--- src/rtl/mcc_pkg.sv ---
package mcc_pkg;
  localparam int CNT_W  = 4;
  localparam int MODE_W = 2;

  typedef enum logic [MODE_W-1:0] {
    MODE_OCT_UP    = 2'b00,
    MODE_DEC_DN    = 2'b01,
    MODE_ELEVEN_DN = 2'b10,
    MODE_XS3_UP    = 2'b11
  } mode_e;

  typedef logic [CNT_W-1:0] cnt_t;

  // Per-mode limits, shared by the decoder and the checker
  function automatic cnt_t first_of(input mode_e m);
    case (m)
      MODE_OCT_UP:    first_of = 4'd0;
      MODE_DEC_DN:    first_of = 4'd10;
      MODE_ELEVEN_DN: first_of = 4'd15;
      default:        first_of = 4'd3;
    endcase
  endfunction

  function automatic cnt_t stop_of(input mode_e m);
    case (m)
      MODE_OCT_UP:    stop_of = 4'd7;
      MODE_DEC_DN:    stop_of = 4'd1;
      MODE_ELEVEN_DN: stop_of = 4'd5;
      default:        stop_of = 4'd12;
    endcase
  endfunction

  function automatic logic is_down(input mode_e m);
    is_down = (m == MODE_DEC_DN) || (m == MODE_ELEVEN_DN);
  endfunction
endpackage

--- src/rtl/mcc_mode_decode.sv ---
module mcc_mode_decode
  import mcc_pkg::*;
(
  input  mode_e mode,
  output cnt_t  first_val,
  output cnt_t  stop_val,
  output logic  down
);
  always_comb begin
    first_val = first_of(mode);
    stop_val  = stop_of(mode);
    down      = is_down(mode);
  end
endmodule

--- src/rtl/mcc_term_detect.sv ---
module mcc_term_detect #(
  parameter int W = 4
) (
  input  logic [W-1:0] count,
  input  logic [W-1:0] stop_val,
  output logic         at_stop
);
  logic [W-1:0] match;

  for (genvar i = 0; i < W; i++) begin : g_cmp
    assign match[i] = ~(count[i] ^ stop_val[i]);
  end

  assign at_stop = &match;
endmodule

--- src/rtl/mcc_reload_ctl.sv ---
module mcc_reload_ctl #(
  parameter int MW = 2
) (
  input  logic          clk,
  input  logic          rst_n,
  input  logic [MW-1:0] mode,
  output logic          reload_req
);
  logic          primed_q;
  logic          primed_d;
  logic [MW-1:0] mode_q;
  logic [MW-1:0] mode_d;

  always_comb begin
    primed_d   = 1'b1;
    mode_d     = mode;
    reload_req = !primed_q || (mode != mode_q);
  end

  always_ff @(posedge clk or negedge rst_n) begin
    if (!rst_n) begin
      primed_q <= 1'b0;
      mode_q   <= '0;
    end else begin
      primed_q <= primed_d;
      mode_q   <= mode_d;
    end
  end
endmodule

--- src/rtl/mcc_updown_core.sv ---
module mcc_updown_core #(
  parameter int W = 4
) (
  input  logic         clk,
  input  logic         rst_n,
  input  logic         step_en,
  input  logic         load,
  input  logic         down,
  input  logic [W-1:0] load_val,
  output logic [W-1:0] count
);
  logic [W-1:0] cnt_q;
  logic [W-1:0] cnt_d;
  logic [W-1:0] flip;
  logic [W-1:0] chain;

  // Toggle chain: bit i flips when every lower bit is 1 (up) or 0 (down)
  assign chain[0] = 1'b1;
  for (genvar i = 0; i < W; i++) begin : g_slice
    assign flip[i] = chain[i];
    if (i < W - 1) begin : g_link
      assign chain[i+1] = chain[i] & (cnt_q[i] ^ down);
    end
  end

  always_comb begin
    cnt_d = cnt_q;
    if (load)
      cnt_d = load_val;
    else if (step_en)
      cnt_d = cnt_q ^ flip;
  end

  always_ff @(posedge clk or negedge rst_n) begin
    if (!rst_n)
      cnt_q <= '0;
    else
      cnt_q <= cnt_d;
  end

  assign count = cnt_q;
endmodule

--- src/rtl/modcount_conv.sv ---
module modcount_conv
  import mcc_pkg::*;
(
  input  logic              clk,
  input  logic              rst_n,
  input  logic              cnt_en,
  input  logic [MODE_W-1:0] mode,
  output logic [CNT_W-1:0]  count
);
  cnt_t  first_val;
  cnt_t  stop_val;
  logic  down;
  logic  at_stop;
  logic  reload_req;
  logic  load;
  cnt_t  cnt_int;

  mcc_mode_decode u_decode (
    .mode      (mode_e'(mode)),
    .first_val (first_val),
    .stop_val  (stop_val),
    .down      (down)
  );

  mcc_term_detect #(.W(CNT_W)) u_term (
    .count    (cnt_int),
    .stop_val (stop_val),
    .at_stop  (at_stop)
  );

  mcc_reload_ctl #(.MW(MODE_W)) u_reload (
    .clk        (clk),
    .rst_n      (rst_n),
    .mode       (mode),
    .reload_req (reload_req)
  );

  // Terminal reload obeys the count command; a forced reload does not
  assign load = reload_req || (cnt_en && at_stop);

  mcc_updown_core #(.W(CNT_W)) u_core (
    .clk      (clk),
    .rst_n    (rst_n),
    .step_en  (cnt_en),
    .load     (load),
    .down     (down),
    .load_val (first_val),
    .count    (cnt_int)
  );

  assign count = cnt_int;
endmodule

--- config.mk ---
export PLATFORM = sky130hd
export DESIGN_NAME = modcount_conv
export DESIGN_NICKNAME = d
export VERILOG_FILES = /design/src/rtl/mcc_pkg.sv /design/src/rtl/mcc_mode_decode.sv /design/src/rtl/mcc_term_detect.sv /design/src/rtl/mcc_reload_ctl.sv /design/src/rtl/mcc_updown_core.sv /design/src/rtl/modcount_conv.sv
export SDC_FILE = /design/constraint.sdc
export NUM_CORES = 1
export LEC_CHECK = 0
export ABC_AREA = 1
export BUFFER_PORTS_ARGS = -buffer_cell sky130_fd_sc_hd__buf_4
export CORE_MARGIN = 3
export CORE_UTILIZATION = 40
export CTS_CLUSTER_DIAMETER = 50
export DETAILED_ROUTE_END_ITERATION = 8
export MAX_ROUTING_LAYER = met4
export SLEW_MARGIN = 20
export SYNTH_ARGS = -nofsm -noshare
export SYNTH_HDL_FRONTEND = slang
export SYNTH_SLANG_ARGS = --single-unit
export TNS_END_PERCENT = 5
--- constraint.sdc ---
create_clock -name clk -period 1.2 [get_ports clk]
set_input_delay 0.24 -clock clk [delete_from_list [all_inputs] [get_ports clk]]
set_output_delay 0.24 -clock clk [all_outputs]
set_load 0.02 [all_outputs]
### Word level (Yosys, flattened, before mapping)

Cells that the tools add are included.

* input bits: 5
* word-level logic and storage cells: 32
* register bits: 7

* bitwise logic cells: 14
* equality and inequality tests: 3
* mux-type cells: 4
* reduce and logical (&&, ||, !) cells: 8

Operators with widths (count)
* $pmux 4 s3: 2
* $mux 4: 2
* $xor 1x1->1: 7
* $not 1->1: 4
* $reduce_and 4->1: 1
* $xor 4x4->4: 1
* $logic_or 1x1->1: 3
* $and 1x1->1: 2
* $eq 2x1->1 const B: 1
* $eq 2x2->1 const B: 1
* $logic_not 2->1: 1
* $ne 2x2->1: 1
* $reduce_bool 2->1: 1
* $logic_and 1x1->1: 1
* $logic_not 1->1: 1

### Logic depth before layout (Yosys ltp)

Gate-level depths: netlist of run 1.

* depth after elaboration: 8
* depth in mapped cells: 11

### Hierarchy

Synthesis of run 1 repeated with hierarchy kept, for this count alone.

* cell total of the unflattened synthesis: 89
* area, all modules: 580.6 µm²

By module, submodules not included
* mcc_updown_core: area an instance 264.0 µm², instances 1, cells each 41, seq. area each 100.1 µm²
* mcc_reload_ctl: area an instance 126.4 µm², instances 1, cells each 15, seq. area each 75.1 µm²
* mcc_mode_decode: area an instance 112.6 µm², instances 1, cells each 15, seq. area each 0.0 µm²
* mcc_term_detect: area an instance 66.3 µm², instances 1, cells each 15, seq. area each 0.0 µm²
* modcount_conv: area an instance 11.3 µm², instances 1, cells each 3, seq. area each 0.0 µm²

### Least setup slack after synthesis of run 1

Ideal clock, no wire load.

* kind: input-to-reg
* from: input port mode[0]
* to: register u_core.cnt_q[3] (netlist: u_core.count[3])
* cell stages on the path: 10
* arrival: 1.167 ns
* path buffers: 0
* path slack: -0.089 ns
* required time: 1.077 ns
* cell sequence: inv_1 > ha_1 > inv_1 > nand3_1 > nand2_1 > nand3_1 > nand2_1 > nor2_1 > nand2_2 > nand3_2

* cells in the longest elaborated chain, start to end: 8
* elaborated cells on any way between the ends: 28

Ends and longest elaborated chain
* start, declared: line modcount_conv.sv:7 `input logic [MODE_W-1:0] mode,`
* $eq 2x2->1, or another cell as far along: line mcc_pkg.sv:16, mcc_pkg.sv:25, mcc_pkg.sv:34
* $pmux 4 s3 or $logic_or 1x1->1 (tied branches): line mcc_pkg.sv:25, mcc_pkg.sv:34
* $xor 1x1->1, on equally long branches: line mcc_term_detect.sv:11, mcc_updown_core.sv:22
* $not 1->1 or $and 1x1->1 (tied branches): line mcc_term_detect.sv:11, mcc_updown_core.sv:22
* $reduce_and 4->1 or $and 1x1->1 (tied branches): line mcc_term_detect.sv:14, mcc_updown_core.sv:22
* $logic_and 1x1->1 or $xor 4x4->4 (tied branches): line modcount_conv.sv:39, mcc_updown_core.sv:31
* $logic_or 1x1->1 or $mux 4 (tied branches): line modcount_conv.sv:39, mcc_updown_core.sv:30
* $mux 4 or $reduce_bool 2->1 (tied branches)
* end signal, assigned: line mcc_updown_core.sv:38 `cnt_q <= cnt_d;`
* end, declared: line mcc_updown_core.sv:12 `logic [W-1:0] cnt_q;`

Several ways; a longest one is shown, not always the timed one. The select of a mux whose other input is x is not followed.
A chain may end at the register's enable or synchronous reset.

### Final worst setup path of run 1

* from: register u_core.cnt_q[2] (netlist: u_core.count[2])
* to: output port count[2]

RTL lines
* end, declared: line modcount_conv.sv:8 `output logic [CNT_W-1:0] count`

No word-level cell between the ends.

==> metrics.md, run 1 <==
| Metric | Value |
|---|---|
| DRC errors left | `0` |
| Maxcap violations | `0` |
| Worst r2r path cells | `6` |
| PnR worst setup slack | `-0.0369 ns` |
| Status | `finished, violations left` |
| RSZ-0062 raised after global routing | `yes` |
| Fin. max-slew vios | `0` |
| Data required time of the worst path | `0.96 ns` |
| Iteration-0 DRC Markers | `7` |
| Pwr per Cell Area | `1040 mW/mm^2` |
| Failing checks | `setup timing` |
| First-pass GRT wire length | `2070 um` |
| Die area | `0.00182 mm^2` |
| CP max stage delay | `0.42 ns` |
| Min-Delay Endpoint | `u_reload.mode_q[1]` |
| H-Tree Depth | `1` |
| Final hold violation count | `0` |
| Routed wire length | `1270 um` |
| Synth Register Bits | `7` |
| HPWL after DPL | `954 um` |
| Routed wire length per instance | `11.5 um` |
| Final nets | `108` |
| CP max FO | `4` |
| Hold path start | `mode[1]` |
| Clock power frac | `0.274` |
| Register area | `178 um^2` |
| Layout cells sized above 1 | `0.402` |
| Core Rows | `12` |
| Power Internal | `534 uW` |
| Pin count of the biggest net entering global routing | `8` |
| PortBufs | `8` |
| Final GP Congestion | `0.760` |
| Clock tree buffer depth | `2` |
| Crit start category | `flip-flop` |
| Synth warnings | `0` |
| CP top delay family | `flip-flops` |
| Post-CTS setup buffer count | `0` |
| Filler cells | `122` |
| Overall Global Routing Usage | `0.164` |
| Die width | `42.7 um` |
| Flop pwr share | `0.348` |
| Slowest stage cell, crit path | `dfrtp_1` |
| Setup slack, reg-to-reg | `-0.03 ns` |
| Psw | `286 uW` |
| Die H | `42.7 um` |
| Comb pwr share | `0.379` |
| # diodes | `0` |
| Vias in the first global route | `497` |
| Area Overhead vs Synth | `46.2%` |
| Fin crit share | `1.03` |
| Cells after Synth | `74` |
| Launch point of the worst reg-to-reg path | `u_core.count[2]` |
| Clock transition at path regs | `0.05 ns` |
| Synthesized Nets | `84` |
| Total CTS buffers | `3` |
| Via density | `4.78` |
| Post-layout min period | `1.24 ns` |
| P_leak | `0.000414 uW` |
| Multi-input combinational cell area | `362 um^2` |
| Initial antenna violation count | `0` |
| Clk root buf | `clkbuf_4` |
| Grt total ovfl | `0` |
| Vias | `531` |
| Post-DP Area | `704 um^2` |
| Hold depth | `2` |
| Worst-Skew Late Latency | `0.26 ns` |
| Fmax | `808 MHz` |
| Core Region | `0.00119 mm^2` |
| Net Sw Frac | `0.348` |
| Clk sinks | `7` |
| Most frequent CP cell | `buf_4` |
| Post-Syn Area | `539 um^2` |
| Initial core utilization | `0.455` |
| Worst path cell trace | `buf_4, buf_4` |
| Hold crit path type | `in2reg` |
| Drt pass-1 iters | `4` |
| # setup viols final | `3` |
| Worst R2R End | `u_core.count[3]` |
| Worst Setup End Kind | `output pin` |
| WP data arrival | `1.00 ns` |
| Antenna Nets Post-Route | `0` |
| Critical path type | `reg2out` |
| Post-synth cell types | `17` |
| Maximum VDD drop | `628 uV` |
| I/O pin cnt | `9` |
| Syn_area_per_cell | `7.29 um^2` |
| Non-Filler Cell Area, Final | `788 um^2` |
| TritonCTS clock tree | `yes` |
| Final Util | `0.665` |
| Crit path buffers/inverters | `2` |
| Post-synthesis sequential area ratio | `0.325` |
| Clock skew | `0.00584 ns` |
==> Yosys cell counts (all sizes together) <==
cell	count	share of area
a21oi	1	0.0093
conb	1	0.0070
dfrtp	7	0.32
ha	5	0.12
inv	12	0.084
nand2	22	0.17
nand3	12	0.13
nand4	3	0.035
nor2	5	0.039
o21ai	2	0.019
xnor2	1	0.016
xor2	3	0.049
==> final cells by class <==
type | count | share of cell area
clock buffers | 4 | 0.0333
flip-flops and latches | 7 | 0.225
well taps | 14 | 0.0222
repair buffers | 19 | 0.203
inverters | 12 | 0.0571
multi-input cells | 55 | 0.459
==> worst max-delay path by stage <==
stage | start | to | cells past startpoint
2_1_floorplan | mode[0] | u_core.count[3] | 10
3_3_place_gp | mode[1] | u_core.count[2] | 11
3_5_place_dp | mode[1] | u_core.count[2] | 9
4_1_cts | mode[1] | u_core.count[2] | 9
5_1_grt | u_core.count[1] | u_core.count[2] | 8
6_report | u_core.count[2] | count[2] | 2
==> metrics by stage <==
step / power (uW) / hold WS, ns / setup TNS, ns / instances / worst slack (ns)
6_report: 820 / 0.230 / -0.105 / 111 / -0.0369
5_1_grt: 878 / 0.227 / -0.355 / 111 / -0.115
4_1_cts: 814 / 0.220 / -0.0198 / 111 / -0.0137
3_5_place_dp: 561 / 0.0579 / -0.989 / 106 / -0.291
3_3_place_gp: 559 / 0.0584 / -0.812 / 106 / -0.258
2_1_floorplan: 440 / -0.0556 / -0.0556 / 74 / -0.0286
==> flip-flops by register name, indices dropped and copies added (netlist names) <==
name	cells
u_core.count	4
u_reload.mode_q	2
u_reload.primed_q	1
==> power groups by stage <==
stage / Clock, uW / Combinational (uW) / Sequential (uW)
detailed placement: 0 / 277 / 284
finish: 224 / 310 / 285
CTS: 231 / 301 / 282
global route: 243 / 347 / 288
floorplan: 0 / 130 / 309
global placement: 0 / 274 / 285
==> layer usage <==
layer,up-vias,part of all wire,track usage,routed length [um]
li1,283,-,-,-
met1,235,0.37,0.168,469
met2,9,0.56,0.284,718
met3,4,0.042,0.0381,53
met4,0,0.026,0.0932,33
met5,-,0,-,0
==> kinds of logic (layout without fill, tap and decap cells) <==
logic type                 Yosys count  count (layout)  synth area share
xor gates and xnor gates             4               4            0.0650
DFF                                  7               7             0.325
and+or+nand+nor                     42              42             0.376
other                                1               1           0.00695
buffers and inverters               12              35            0.0835
AOI/OAI and AO/OA                    3               3            0.0278
adders and majority gates            5               5             0.116
==> cell usage in the layout, fill, tap and decap left out, drive strengths merged <==
| cell | count |
|---|---|
| clkbuf | 4 |
| nor2 | 5 |
| dfrtp | 7 |
| nand4 | 3 |
| o21ai | 2 |
| dlygate4sd3 | 1 |
| xor2 | 3 |
| nand3 | 12 |
| conb | 1 |
| inv | 12 |
| ha | 5 |
| xnor2 | 1 |
| buf | 18 |
| a21oi | 1 |
| nand2 | 22 |
==> what timing repair did <==
| item | CTS | global route |
|---|---|---|
| pin swaps | 0 | 4 |
| hold buffers | 1 | 0 |
| gates cloned | 0 | 0 |
| hold endpoints to repair | 7 | 0 |
| endpoints found under the setup margin | 5 | 7 |
| gates resized for setup | 7 | 9 |
Power figures use the tool's default switching activity.
==> inputs of run 2 (changes only) <==
- clock period: 1.2 -> 1.6 ns (I/O delays scaled with it)
==> run 2 against run 1 <==
Compared with the run above: the run now ends clean; critical path depth grew 9; worst hold slack is essentially flat; setup slack gained 0.30 ns; clock skew shrank 0.0030 ns; clock power shrank 33%; die area is the same; total power shrank 35%; flip-flop and latch count is the same; critical path type is now in2reg; critical endpoint is now u_core.count[2].
==> metrics.md, run 2 (synthesis gave the netlist of run 1 again) <==
| Metric | Value |
|---|---|
| Antenna Nets Post-Route | `0` |
| CP top delay family | `simple AND/OR/NAND/NOR gates` |
| Core Rows | `12` |
| Fmax | `746 MHz` |
| Pin count of the biggest net entering global routing | `8` |
| Most frequent CP cell | `nand2_1` |
| Crit start category | `input pin` |
| Fin. max-slew vios | `0` |
| Worst Setup End Kind | `flip-flop` |
| Pwr per Cell Area | `808 mW/mm^2` |
| Most frequent cells in the layout | `nand2_1 (20), inv_1 (10), nand3_1 (10), buf_4 (9), dfrtp_1 (7)` |
| Core Region | `0.00119 mm^2` |
| Routed wire length per instance | `10.1 um` |
| Fin crit share | `0.838` |
| First-pass GRT wire length | `1860 um` |
| Data required time of the worst path | `1.73 ns` |
| Post-Place Cells | `97` |
| Die H | `42.7 um` |
| Dpl ws | `-0.00143 ns` |
| HPWL after DPL | `850 um` |
| Clk root buf | `clkbuf_4` |
| Via density | `4.76` |
| Maximum VDD drop | `464 uV` |
| Initial antenna violation count | `0` |
| Iteration-0 DRC Markers | `4` |
| Initial core utilization | `0.455` |
| Layout cells sized above 1 | `0.216` |
| Final GP Congestion | `0.804` |
| PortBufs | `8` |
| Final cell count without fillers | `102` |
| Slowest stage cell, crit path | `ha_1` |
| PnR worst setup slack | `0.259 ns` |
| Hold crit path type | `in2reg` |
| P_leak | `0.000370 uW` |
| Overall Global Routing Usage | `0.138` |
| Clock transition at path regs | `0.05 ns` |
| Final nets | `99` |
| Status | `completed` |
| Die width | `42.7 um` |
| TritonCTS clock tree | `yes` |
| CP max FO | `5` |
| Crit path buffers/inverters | `3` |
| # setup viols final | `0` |
| Grt total ovfl | `0` |
| Post-layout min period | `1.34 ns` |
| Most common cell after layout, fill and taps aside | `nand2_1` |
| Routed wire length | `1030 um` |
| Die area | `0.00182 mm^2` |
| Clock skew | `0.00279 ns` |
| WP data arrival | `1.47 ns` |
| I/O pin cnt | `9` |
| DRC errors left | `0` |
| H-Tree Depth | `1` |
| Clk sinks | `7` |
| RSZ-0062 raised after global routing | `no` |
| Total CTS buffers | `3` |
| Post-CTS setup buffer count | `0` |
| Worst path cell trace | `buf_4, inv_1, ha_1, inv_1, nand3_1, nand2_1, nand2_1, nand3_1, nand3_1, nand2_1, nand2_1` |
| Clock tree buffer depth | `2` |
| Vias | `486` |
| CP max stage delay | `0.35 ns` |
| # diodes | `0` |
| Critical path type | `in2reg` |
| Worst-Skew Late Latency | `0.24 ns` |
| Final hold violation count | `0` |
| Vias in the first global route | `464` |
| Area Overhead vs Synth | `22.5%` |
| Maxcap violations | `0` |
| Drt pass-1 iters | `4` |
| Largest register FFs | `4` |
[run 2: cell types whose count changed in the layout (fill, tap and decap cells not counted), sizes merged]
cell,change
buf,-9
[run 2: worst paths after layout]
check,start,end,slack (ns),cells past startpoint
worst max-delay path,mode[0],u_core.count[2],0.26,11
worst min-delay path,mode[0],u_reload.mode_q[0],0.23,1
worst max register to register,u_core.count[1],u_core.count[3],0.32,8
worst min register to register,u_core.count[2],u_core.count[2],0.66,2
max in group asynchronous,rst_n,u_reload.mode_q[0],1.06,2
min in group asynchronous,rst_n,u_core.count[3],0.42,2
[run 2: layout make-up]
cell class / count / area (um^2)
clock buffer: 4 / 26.3
fill: 117 / 526
inverter: 12 / 45.0
multi-input combinational: 55 / 319
sequential: 7 / 175
tap: 14 / 17.5
timing repair buffer: 10 / 77.6
[run 2: what timing repair did]
action / CTS / global route
hold endpoints to repair: 7 / 0
hold buffers: 1 / 0
resized for setup: 0 / 0
[run 2: report_power, final]
part           total, uW  leakage [uW]  switching [uW]  internal (uW)
Sequential           221     0.0000820            27.3            194
Clock                149     0.0000150            54.4           94.5
Combinational        164      0.000273            94.9           69.0
[run 2: layer usage]
layer  vias to the layer above  track usage  wire length, um
li1                        260            -                -
met2                        14        0.204              504
met3                         0       0.0254               42
met1                       212        0.178              487
met4                         0       0.0745                0
met5                         -            -                0
[run 2: metrics by stage]
| step | total power (uW) | hold WS [ns] | instance area, um^2 | TNS, ns | utilization |
|---|---|---|---|---|---|
| after floorplan | 326 | 0.0244 | 539 | 0 | - |
| after global placement | 386 | 0.134 | 624 | 0 | 0.526 |
| after detailed placement | 387 | 0.133 | 624 | -0.00143 | 0.526 |
| after CTS | 543 | 0.222 | 661 | 0 | 0.557 |
| after global routing | 580 | 0.229 | 661 | 0 | 0.557 |
| final | 534 | 0.230 | 661 | 0 | 0.557 |
